<file path="config.mk">
export PLATFORM = sky130hd
export DESIGN_NAME = plcp_rx_monitor
export DESIGN_NICKNAME = d
export VERILOG_FILES = /design/src/rtl/plcp_mon_pkg.sv /design/src/rtl/plcp_sat_counter.sv /design/src/rtl/plcp_yellow_integ.sv /design/src/rtl/plcp_lof_timer.sv /design/src/rtl/plcp_rx_monitor.sv
export SDC_FILE = /design/constraint.sdc
export NUM_CORES = 1
export LEC_CHECK = 0
export ABC_AREA = 1
export BUFFER_PORTS_ARGS = -buffer_cell sky130_fd_sc_hd__buf_2
export CORE_AREA = 2 2 68 70
export CTS_CLUSTER_SIZE = 12
export DETAILED_ROUTE_END_ITERATION = 16
export DIE_AREA = 0 0 70 72
export PLACE_DENSITY = 0.88
export SYNTH_ARGS = -nofsm -noshare
export SYNTH_HDL_FRONTEND = slang
export SYNTH_SLANG_ARGS = --single-unit
</file>
<file path="constraint.sdc">
create_clock -name clk -period 2.2 [get_ports clk]
set_input_delay 0.22 -clock clk [delete_from_list [all_inputs] [get_ports clk]]
set_output_delay 0.22 -clock clk [all_outputs]
set_load 0.01 [all_outputs]
</file>
<file path="src/rtl/plcp_mon_pkg.sv">
package plcp_mon_pkg;
  typedef enum logic [1:0] {
    FEBE_NONE,
    FEBE_GOOD,
    FEBE_BAD,
    FEBE_ONES
  } febe_class_e;

  function automatic febe_class_e classify_febe(input logic [3:0] v);
    if (v == 4'd0)       return FEBE_NONE;
    else if (v <= 4'd8)  return FEBE_GOOD;
    else if (v == 4'hF)  return FEBE_ONES;
    else                 return FEBE_BAD;
  endfunction
endpackage

</file>
<file path="src/rtl/plcp_sat_counter.sv">
module plcp_sat_counter #(
  parameter int W     = 8,
  parameter int INC_W = 4
) (
  input  logic             clk,
  input  logic             rst_n,
  input  logic             clr,
  input  logic [INC_W-1:0] inc,
  output logic [W-1:0]     cnt
);
  localparam logic [W-1:0] MAXV = {W{1'b1}};
  logic [W-1:0] base;
  logic [W:0]   sum;

  always_comb begin
    base = clr ? '0 : cnt;
    sum  = {1'b0, base} + (W+1)'(inc);
  end

  always_ff @(posedge clk or negedge rst_n) begin
    if (!rst_n)      cnt <= '0;
    else if (sum[W]) cnt <= MAXV;
    else             cnt <= sum[W-1:0];
  end
endmodule

</file>
<file path="src/rtl/plcp_yellow_integ.sv">
module plcp_yellow_integ #(
  parameter int N = 10
) (
  input  logic clk,
  input  logic rst_n,
  input  logic frame,
  input  logic bit_in,
  output logic alarm
);
  localparam int CW = $clog2(N + 1);
  logic [CW-1:0] run;

  always_ff @(posedge clk or negedge rst_n) begin
    if (!rst_n) begin
      run   <= '0;
      alarm <= 1'b0;
    end else if (frame) begin
      if (bit_in == alarm) begin
        run <= '0;
      end else if (run == CW'(N - 1)) begin
        run   <= '0;
        alarm <= bit_in;
      end else begin
        run <= run + 1'b1;
      end
    end
  end
endmodule

</file>
<file path="src/rtl/plcp_lof_timer.sv">
module plcp_lof_timer #(
  parameter int EDGES = 3
) (
  input  logic clk,
  input  logic rst_n,
  input  logic frame,
  input  logic lof_in,
  input  logic tick,
  output logic long_lof
);
  localparam int CW = $clog2(EDGES + 1);
  logic          tick_q;
  logic          lof_q;
  logic          edge_seen;
  logic [CW-1:0] edges;

  assign edge_seen = tick && !tick_q;

  always_ff @(posedge clk or negedge rst_n) begin
    if (!rst_n) begin
      tick_q   <= 1'b0;
      lof_q    <= 1'b0;
      edges    <= '0;
      long_lof <= 1'b0;
    end else begin
      tick_q <= tick;
      if (frame) lof_q <= lof_in;
      if (edge_seen) begin
        if (!lof_q) begin
          edges    <= '0;
          long_lof <= 1'b0;
        end else if (edges == CW'(EDGES - 1)) begin
          edges    <= edges + 1'b1;
          long_lof <= 1'b1;
        end else if (edges < CW'(EDGES - 1)) begin
          edges <= edges + 1'b1;
        end
      end
    end
  end
endmodule

</file>
<file path="src/rtl/plcp_rx_monitor.sv">
module plcp_rx_monitor
  import plcp_mon_pkg::*;
#(
  parameter int CNT_W      = 8,
  parameter int YEL_FRAMES = 10,
  parameter int LOF_EDGES  = 3
) (
  input  logic             clk,
  input  logic             rst_n,
  input  logic             frm_valid,
  output logic             frm_ready,
  input  logic             frm_a1_err,
  input  logic             frm_a2_err,
  input  logic             frm_lof,
  input  logic             frm_yellow,
  input  logic             frm_bip_err,
  input  logic [3:0]       frm_febe,
  input  logic             sec_tick,
  input  logic             clr_rd,
  output logic             sts_frame_err,
  output logic             sts_yellow,
  output logic             sts_lof_long,
  output logic             sts_bip_err,
  output logic             sts_febe_err,
  output logic             sts_febe_inv,
  output logic             sts_febe_ones,
  output logic [CNT_W-1:0] cnt_frm_err,
  output logic [CNT_W-1:0] cnt_bip_err,
  output logic [CNT_W-1:0] cnt_rei
);
  localparam int NSTK = 5;

  febe_class_e     fclass;
  logic            take;
  logic            ev_frame, ev_bip, ev_good, ev_inv, ev_ones;
  logic [3:0]      rei_inc;
  logic [NSTK-1:0] ev_vec, stk_q;

  assign frm_ready = 1'b1;
  assign take      = frm_valid && frm_ready;
  assign fclass    = classify_febe(frm_febe);

  always_comb begin
    ev_frame = take && (frm_a1_err || frm_a2_err);
    ev_bip   = take && frm_bip_err;
    ev_good  = take && (fclass == FEBE_GOOD);
    ev_ones  = take && (fclass == FEBE_ONES);
    ev_inv   = take && (fclass == FEBE_BAD || fclass == FEBE_ONES);
    rei_inc  = ev_good ? frm_febe : 4'd0;
  end

  assign ev_vec = {ev_ones, ev_inv, ev_good, ev_bip, ev_frame};

  for (genvar g = 0; g < NSTK; g++) begin : g_sticky
    always_ff @(posedge clk or negedge rst_n) begin
      if (!rst_n)         stk_q[g] <= 1'b0;
      else if (ev_vec[g]) stk_q[g] <= 1'b1;
      else if (clr_rd)    stk_q[g] <= 1'b0;
    end
  end

  assign sts_frame_err = stk_q[0];
  assign sts_bip_err   = stk_q[1];
  assign sts_febe_err  = stk_q[2];
  assign sts_febe_inv  = stk_q[3];
  assign sts_febe_ones = stk_q[4];

  plcp_sat_counter #(.W(CNT_W), .INC_W(1)) i_cnt_frm (
    .clk(clk), .rst_n(rst_n), .clr(clr_rd), .inc(ev_frame), .cnt(cnt_frm_err));

  plcp_sat_counter #(.W(CNT_W), .INC_W(1)) i_cnt_bip (
    .clk(clk), .rst_n(rst_n), .clr(clr_rd), .inc(ev_bip), .cnt(cnt_bip_err));

  plcp_sat_counter #(.W(CNT_W), .INC_W(4)) i_cnt_rei (
    .clk(clk), .rst_n(rst_n), .clr(clr_rd), .inc(rei_inc), .cnt(cnt_rei));

  plcp_yellow_integ #(.N(YEL_FRAMES)) i_yellow (
    .clk(clk), .rst_n(rst_n), .frame(take), .bit_in(frm_yellow), .alarm(sts_yellow));

  plcp_lof_timer #(.EDGES(LOF_EDGES)) i_lof (
    .clk(clk), .rst_n(rst_n), .frame(take), .lof_in(frm_lof),
    .tick(sec_tick), .long_lof(sts_lof_long));
endmodule

</file>
# [Word-level counts from Yosys, hierarchy flattened]
# Cells that the tools add are included.
[classes] add_sub_neg=5 n_mul=0 div_mod_pow=0 magnitude_cmp=2 eq_ne=9 shifts=0 muxes=23 bitwise=1 n_reduce_logical=18
[op_table] op="2-to-1 mux 8 bit" n=6
[op_table] op="adder 8 x 1 -> 9 bit" n=2
[op_table] op="2-to-1 mux 4 bit" n=3
[op_table] op="2-to-1 mux 2 bit" n=5
[op_table] op="nonzero test 2 bit" n=5
[op_table] op="adder 8 x 4 -> 9 bit" n=1
[op_table] op="2-to-1 mux 1 bit" n=9
[op_table] op="equality test 4 bit (second input constant)" n=2
[op_table] op="equality test 2 bit (second input constant)" n=3
[op_table] op="logical AND 1 bit" n=6
[op_table] op="adder 4 x 1 -> 4 bit (second input constant)" n=1
[op_table] op="<= comparator 4 bit (second input constant)" n=1
[op_table] op="zero test 4 bit" n=1
[op_table] op="AND reduction 2 bit" n=2
[op_table] op="inequality test 3 bit (second input constant)" n=1
[op_table] op="AND reduction 3 bit" n=1
[op_table] op="adder 2 x 1 -> 2 bit (second input constant)" n=1
[op_table] op="equality test 2 x 1 -> 1 bit (second input constant)" n=1
[op_table] op="logical OR 1 bit" n=2
[op_table] op="< comparator 2 bit (second input constant)" n=1
[op_table] op="inequality test 2 bit (second input constant)" n=1
[op_table] op="equality test 1 bit" n=1
[op_table] op="zero test 1 bit" n=1
[op_table] op="NOT 1 bit" n=1
[totals] regBits=39 latchBits=0 ram_bits=0 rom_bits=0 output_inout_bits=32 wordCells=72 mem_count=0

# [Longest topological paths before layout]
# Gate-level depths: netlist (run 1).
[depth] depth_word=9 depth_mapped=15

# [Cells and area by module]
# From an unflattened synthesis (run 1), not the netlist that was laid out.
[unflattened] hier_cells=307 area_unflattened_um2=2346.0
[modules_own_cells] module="plcp_sat_counter at i_cnt_bip ..." n_inst=2 cells_each=61 area_per_inst_um2=486.7
[modules_own_cells] module="plcp_sat_counter at i_cnt_rei" n_inst=1 cells_each=76 area_per_inst_um2=571.8
[modules_own_cells] module="plcp_rx_monitor" n_inst=1 cells_each=42 area_per_inst_um2=286.5
[modules_own_cells] module="plcp_yellow_integ" n_inst=1 cells_each=39 area_per_inst_um2=279.0
[modules_own_cells] module="plcp_lof_timer" n_inst=1 cells_each=28 area_per_inst_um2=235.2

# [Least setup slack after synthesis (run 1)]
# Ideal clock, no wire load.
[synth_path] path_type="input to register" from="input clr_rd" to="register i_cnt_rei.cnt[4]" arrival_ns=1.877 required_time_ns=2.131 setup_slack_ns=0.254 stages=9 path_buffers=2 cell_sequence="buf_6 -> clkbuf_1 -> nor2_1 -> ha_1 -> fa_1 -> nand3_1 -> nand3_1 -> or2_1 -> nand3_1"
[synth_via] elab_chain_cells=3
[synth_rtl] item="start, declared" line_no="plcp_rx_monitor.sv:19" source="input logic clr_rd,"
[synth_rtl] item="2-to-1 mux 8 bit" line_no="plcp_sat_counter.sv:16" source="base = clr ? '0 : cnt;"
[synth_rtl] item="adder 8 x 4 -> 9 bit" line_no="plcp_sat_counter.sv:17" source="sum = {1'b0, base} + (W+1)'(inc);"
[synth_rtl] item="2-to-1 mux 8 bit" line_no="plcp_sat_counter.sv:22" source="else if (sum[W]) cnt <= MAXV;"
[synth_rtl] item="end signal, assigned" line_no="plcp_sat_counter.sv:23" source="else cnt <= sum[W-1:0];"
[synth_rtl] item="end, declared" line_no="plcp_sat_counter.sv:9" source="output logic [W-1:0] cnt"
# Every way passes these cells.
# A chain may end at the register's enable or synchronous reset.

# [Worst setup path in the final report (run 1)]
[layout_path] from="input frm_febe[0]" to="register i_cnt_rei.cnt[6]"
[layout_via] elab_chain_cells=9 elab_cells_between_ends=11 classes_between="add/sub (1); order compare (1); eq/ne (2); mux (5); reduce/logical (2)"
[layout_rtl] item="start, declared" line_no="plcp_rx_monitor.sv:17" source="input logic [3:0] frm_febe,"
[layout_rtl] item="branches (longest 6 deep; another with <= comparator 4 bit)"
[layout_rtl] item="2-to-1 mux 4 bit (*)" line_no="plcp_rx_monitor.sv:49" source="rei_inc = ev_good ? frm_febe : 4'd0;"
[layout_rtl] item="adder 8 x 4 -> 9 bit (*)" line_no="plcp_sat_counter.sv:17"
[layout_rtl] item="2-to-1 mux 8 bit (*)" line_no="plcp_sat_counter.sv:22"
# Every way passes the cells marked *.

==> results of run 1 <==
## layout by cell type, fill, tap and decap left out, types with 4 or more instances in the layout
cell and count:
buf_2 44, clkbuf_8 5, dfrtp_1 39, ha_1 12
inv_1 46, nand2_1 66, nand2_2 4, nand3_1 22
nand4_4 4, nor2_1 29, o211ai_1 4, o21ai_0 15
## per-stage QoR
stage	instances	utilization	total power [uW]
5_1_grt	376	0.6074	1617
2_1_floorplan	276	-	992.8
3_5_place_dp	370	0.5904	1096
3_3_place_gp	370	0.5904	1082
6_report	376	0.6074	1519
4_1_cts	376	0.6074	1543
## worst max-delay path, stage by stage
cell and delay (ps):
buf_2 110, nor2_1 100, nand2_1 70, nor2_1 110, nor2_1 90, nand2_1 60
inv_1 40, ha_1 220, fa_1 460, nand3_1 100, nand3_1 180, nand2_1 130
nand2_1 50, o21ai_1 70, inv_1 50
## layout make-up
type	count	area, um2
Inverter	49	186.4
Sequential cell	39	975.9
Fill cell	391	1674
Timing Repair Buffer	47	242.7
Clock buffer	6	72.57
Multi-Input combinational cell	183	1047
Tap cell	52	65.06
## power by group
part           internal (uW)  switching [uW]  leakage [uW]  total [uW]
Sequential               778            44.1      0.000517         822
Combinational            103             153      0.000938         255
Clock                    211             230     0.0000371         442
## how the worst max path moves through the flow
| stage | to | slack, ps |
|---|---|---|
| after floorplan | i_cnt_rei.cnt[4]$_DFF_PN0_ | 250 |
| after global placement | i_cnt_rei.cnt[6]$_DFF_PN0_ | 70 |
| after detailed placement | i_cnt_rei.cnt[6]$_DFF_PN0_ | 10 |
| after CTS | i_cnt_rei.cnt[6]$_DFF_PN0_ | 330 |
| after global routing | i_cnt_rei.cnt[6]$_DFF_PN0_ | 70 |
| final | i_cnt_rei.cnt[6]$_DFF_PN0_ | 310 |
## cells in the mapped netlist
cell type  instances  area share
buf_6              1      0.0050
o21ai_2            1      0.0039
nor2_2             2      0.0055
a21oi_1            1      0.0022
buf_4              2      0.0066
o21bai_1           1      0.0033
fa_1               1      0.0089
nor2_1            29       0.048
xnor2_1            1      0.0039
o211ai_1           4       0.013
conb_1             1      0.0017
or2_0              1      0.0028
nor3_2             1      0.0044
o21ai_0           15       0.033
nor2_4             2       0.010
xor2_1             3       0.012
nand2_1           66        0.11
inv_2              2      0.0033
o31a_1             1      0.0039
nand2_4            1      0.0050
ha_1              12       0.066
buf_12             1      0.0089
nand3_1           22       0.049
inv_4              1      0.0028
nand3b_1           1      0.0033
nand4_4            4       0.038
inv_1             46       0.076
o22ai_1            2      0.0055
or2_1              2      0.0055
nand4_1            3      0.0083
o21ai_1            1      0.0022
a21boi_0           1      0.0033
nand2_2            4       0.011
clkbuf_1           1      0.0017
dfrtp_1           39        0.43
## kinds of logic after synthesis
group	after synthesis
AO/OA/AOI/OAI	27
adder cells (fa/ha/maj)	13
buffers and inverters	54
XOR/XNOR	4
other	1
AND/OR/NAND/NOR	138
flip-flops	39
## flip-flops by register name (all words and copies together) (netlist names), 2 cells and up
name / flops
i_yellow.run: 4
i_lof.edges: 2
i_cnt_rei.cnt: 8
i_cnt_bip.cnt: 8
i_cnt_frm.cnt: 8
## metal layers
metal | vias up | track usage
li1 | 967 | -
met1 | 870 | 0.2448
met2 | 44 | 0.3228
met3 | 7 | 0.04861
met4 | 0 | 0.08761
met5 | - | 0
==> impl_metrics.toml, run 1 <==
[worst_hold_path]
hp-class = "in -> async"

[clocking]
clock_latency_ps = 280
tritoncts = "done"
numCtsBuffers = 5
max-clock-path-buffers = 2
root_buffer = "clkbuf_8"
post_cts_buffers = 0
htreeDepth = 2
hold_buffers = 0
post_cts_resized = 0
clock_sinks = 39
path_clk_slew_ps = 70

[global_routing]
grt_pass1_wl_um = 7810
grt_antenna_before_repair = 0
overflow = 0
grt_use_total = 0.1953
first_global_vias = 1864
grt_max_degree = 40

[logic_synthesis]
synth_top_family_by_area = "simple AND/OR/NAND/NOR gates"
synth_compound_area_frac = 0.07087
syn_nets = 303
synth.avg_cell_area_um2 = 8.187
post_synth_fa_ha_maj_area_fraction = 0.07530
synth.ff_latch_count = 39
yosysSeqAreaShare = 0.4319
yosysWarnings = 0
synthSimpleGateAreaFrac = 0.3001
ys_types = 35
yosys.area_share.xor_xnor = 0.01550
netlist_area_um2 = 2260
synth.mux.area_fraction = 0
syn_inst = 276

[sta]
tightest_slew_ps = 850.8
max_freq_ghz = 0.5289
setup-tns-final_ps = 0
worst_slack_ps = 309.1
rsz0062_at_grt = "false"
finClkSkew_ps = 1.967
setup_viol = 0
fin_crit_ps = 1891
hold_viol = 0
hold_slack_ps = 42.72
finalCritPeriodShare = 0.8595
slew_violations = 0
slew_headroom = 0.4328

[detailed_routing]
vias = 1888
via_per_inst = 5.021
route.detailed.drc = 0
drtIter0Drc = 128
top_layer = "met4"
routedWlPerCell_um = 11.84
drt-met1-wl_um = 2025
wl_met2_um = 2137
antenna_left = 0
firstDrtPassIters = 4
met3_length_um = 211
wl_um = 4450

[power]
cellLeakagePower_uw = 0.001492
pwr_density_cell_nw_per_um2 = 586.4
ir_drop_mv = 0.4241

[worst_setup_path]
startpoint = "frm_febe[0]"
critPathMaxFanout = 4
crit_path_end_kind = "register"
required_ps = 2380
cp.arrival_ps = 2070
r2r-end = "i_cnt_rei.cnt[6]$_DFF_PN0_"
rrSetupSlack_ps = 360
rr_worst_depth = 10
start_kind = "primary input"
reg2reg_from = "i_cnt_rei.cnt[0]$_DFF_PN0_"
crit_type = "in -> reg"

[finish]
syn2layout_area_growth_pct = 14.62
design_area_um2 = 2590
antennaDiodeCount = 0
nNetsFinal = 352
drive_gt1_frac = 0.2160

[place]
pre_cts_slack_ps = 11.14
postPlaceCellArea_um2 = 2517
gp_congestion = 0.8584
port_buffers = 44
dp_hpwl_um = 3383

[die]
die_h_um = 72
die_w_um = 70
dieArea_um2 = 5040
io_pins = 46
initial_core_util = 0.5299
rows = 24
coreArea_um2 = 4264

[run_status]
status = "finished, final reports clean"

[run]
max_cap_violations = 0
No activity file was read; power rests on OpenSTA's default activity.
==> run 2: changes to the inputs <==
--- a/config.mk
+++ b/config.mk
@@ -6,7 +6,7 @@
 export NUM_CORES = 1
 export LEC_CHECK = 0
 export ABC_AREA = 1
-export BUFFER_PORTS_ARGS = -buffer_cell sky130_fd_sc_hd__buf_2
+export BUFFER_PORTS_ARGS = -buffer_cell sky130_fd_sc_hd__buf_4
 export CORE_AREA = 2 2 68 70
 export CTS_CLUSTER_SIZE = 12
 export DETAILED_ROUTE_END_ITERATION = 16
==> run 2 against run 1 <==
  * Clock-buffer cell count grew 2
  * Hold slack gained 11 ps
  * Worst setup slack lost 33 ps
  * Clock skew grew 3.5 ps
  * Final area grew 5.1%
  * Critical path depth is the same
  * Non-clock buffer count shrank 1
  * Global-route usage shrank 0.11 points
  * Sequential power is essentially flat
  * Combinational power grew 9.0%
  * Power grew 7.6%
  * Core utilization grew 3.1 points
  * Critical path type unchanged
==> impl_metrics.toml, run 2 (synthesized netlist as in run 1, its figures left out) <==
[run_status]
status = "finished, final reports clean"

[detailed_routing]
routedWlPerCell_um = 11.68
antenna_left = 0
firstDrtPassIters = 4
drtIter0Drc = 97
route.detailed.drc = 0
via_per_inst = 5.050
vias = 1904
wl_um = 4403

[place]
postPlaceCellArea_um2 = 2613
gp_congestion = 0.8491
pre_cts_slack_ps = -49.67
port_buffers = 44
dp_hpwl_um = 3344

[power]
p_comb_frac = 0.170
power.total_uw = 1633
pwr-share-seq = 0.504
p_int_uw = 1191
p_sw_uw = 442.5
cellLeakagePower_uw = 0.001517
pwr_density_cell_nw_per_um2 = 600.0
ir_drop_mv = 0.3753
p_clk_frac = 0.326
netSwitchingFraction = 0.2709

[worst_setup_path]
startpoint = "frm_febe[0]"
critPathMaxFanout = 4
reg2reg_from = "i_cnt_rei.cnt[0]$_DFF_PN0_"
required_ps = 2380
start_kind = "primary input"
crit_type = "in -> reg"
cp.arrival_ps = 2110
crit_path_end_kind = "register"

[die]
rows = 24
die_w_um = 70
coreArea_um2 = 4264
dieArea_um2 = 5040
die_h_um = 72
io_pins = 46
initial_core_util = 0.5299

[finish]
syn2layout_area_growth_pct = 20.49
seqCellArea_um2 = 975.9
final_core_util = 0.6385
nNetsFinal = 351
layout_commonest_cell = "nand2_1"
reg_top3 = "i_cnt_bip.cnt (8), i_cnt_frm.cnt (8), i_cnt_rei.cnt (8)"
multi_input_area_um2 = 1047
antennaDiodeCount = 0
final_cell_mix = "nand2_1, inv_1, buf_4"
fillers = 387
drive_gt1_frac = 0.2154
design_area_um2 = 2723

[clocking]
max-clock-path-buffers = 2
clock_sinks = 39
numCtsBuffers = 5
path_clk_slew_ps = 70
post_cts_buffers = 0
tritoncts = "done"
htreeDepth = 2
post_cts_resized = 0
clock_latency_ps = 290
root_buffer = "clkbuf_8"

[sta]
slew_violations = 0
setup_viol = 0
hold_slack_ps = 54.15
fin_crit_ps = 1924
hold_viol = 0
worst_slack_ps = 275.8
finalCritPeriodShare = 0.8746
rsz0062_at_grt = "false"
max_freq_ghz = 0.5197
finClkSkew_ps = 5.427

[worst_hold_path]
hp-class = "in -> reg"
min_from = "sec_tick"

[global_routing]
grt_use_total = 0.1942
grt_max_degree = 40
first_global_vias = 1885
overflow = 0
grt_pass1_wl_um = 7852
grt_antenna_before_repair = 0

[run]
max_cap_violations = 0
## run 2: repair_timing
action / 4_1_cts / 5_1_grt
hold endpoints to repair: 39 / 0
hold buffers: 1 / 0
endpoints found under the setup margin: 0 / 0
## run 2: worst paths after layout
kind,to,slack (ps),depth (start not counted)
max,i_cnt_rei.cnt[6]$_DFF_PN0_,280,15
min,i_lof.tick_q$_DFF_PN0_,50,1
max reg2reg,i_cnt_rei.cnt[6]$_DFF_PN0_,370,10
min reg2reg,sts_frame_err$_DFFE_PN0P_,480,2
max in group asynchronous,i_lof.tick_q$_DFF_PN0_,1420,2
min in group asynchronous,i_cnt_frm.cnt[0]$_DFF_PN0_,430,2
## run 2: cell type report
| class | count | share of cell area |
|---|---|---|
| tap | 52 | 0.02390 |
| clock buffer | 8 | 0.03676 |
| inverter | 49 | 0.06847 |
| multi-input combinational | 183 | 0.3846 |
| timing repair buffer | 46 | 0.1278 |
| sequential | 39 | 0.3585 |
## run 2: worst max-delay path: stages
cell and delay [ps]:
buf_4 120, nor2_1 100, nand2_1 80, nor2_1 130, nor2_1 100, nand2_1 70, inv_1 40, ha_1 220
fa_1 460, nand3_1 100, nand3_1 180, nand2_1 130, nand2_1 50, o21ai_1 70, inv_1 40
## run 2: per-stage QoR
stage | setup TNS [ps] | cells
6_report | 0 | 377
5_1_grt | 0 | 377
4_1_cts | 0 | 377
3_5_place_dp | -186.7 | 368
3_3_place_gp | 0 | 368
2_1_floorplan | 0 | 276
## run 2: per-layer routing
metal / global-route usage / vias to the layer above / wire length (um)
met4: 0.05983 / 0 / 48
li1: - / 963 / -
met5: 0 / - / 0
met1: 0.2359 / 893 / 1898
met3: 0.05556 / 5 / 219
met2: 0.3376 / 43 / 2236
## run 2: power by group through the flow
stage / clock (uW) / combinational (uW) / sequential [uW]
after global routing: 574 / 316 / 832
after CTS: 546 / 284 / 824
final: 532 / 278 / 824
after floorplan: 0 / 146 / 847
after global placement: 0 / 272 / 835
after detailed placement: 0 / 283 / 837
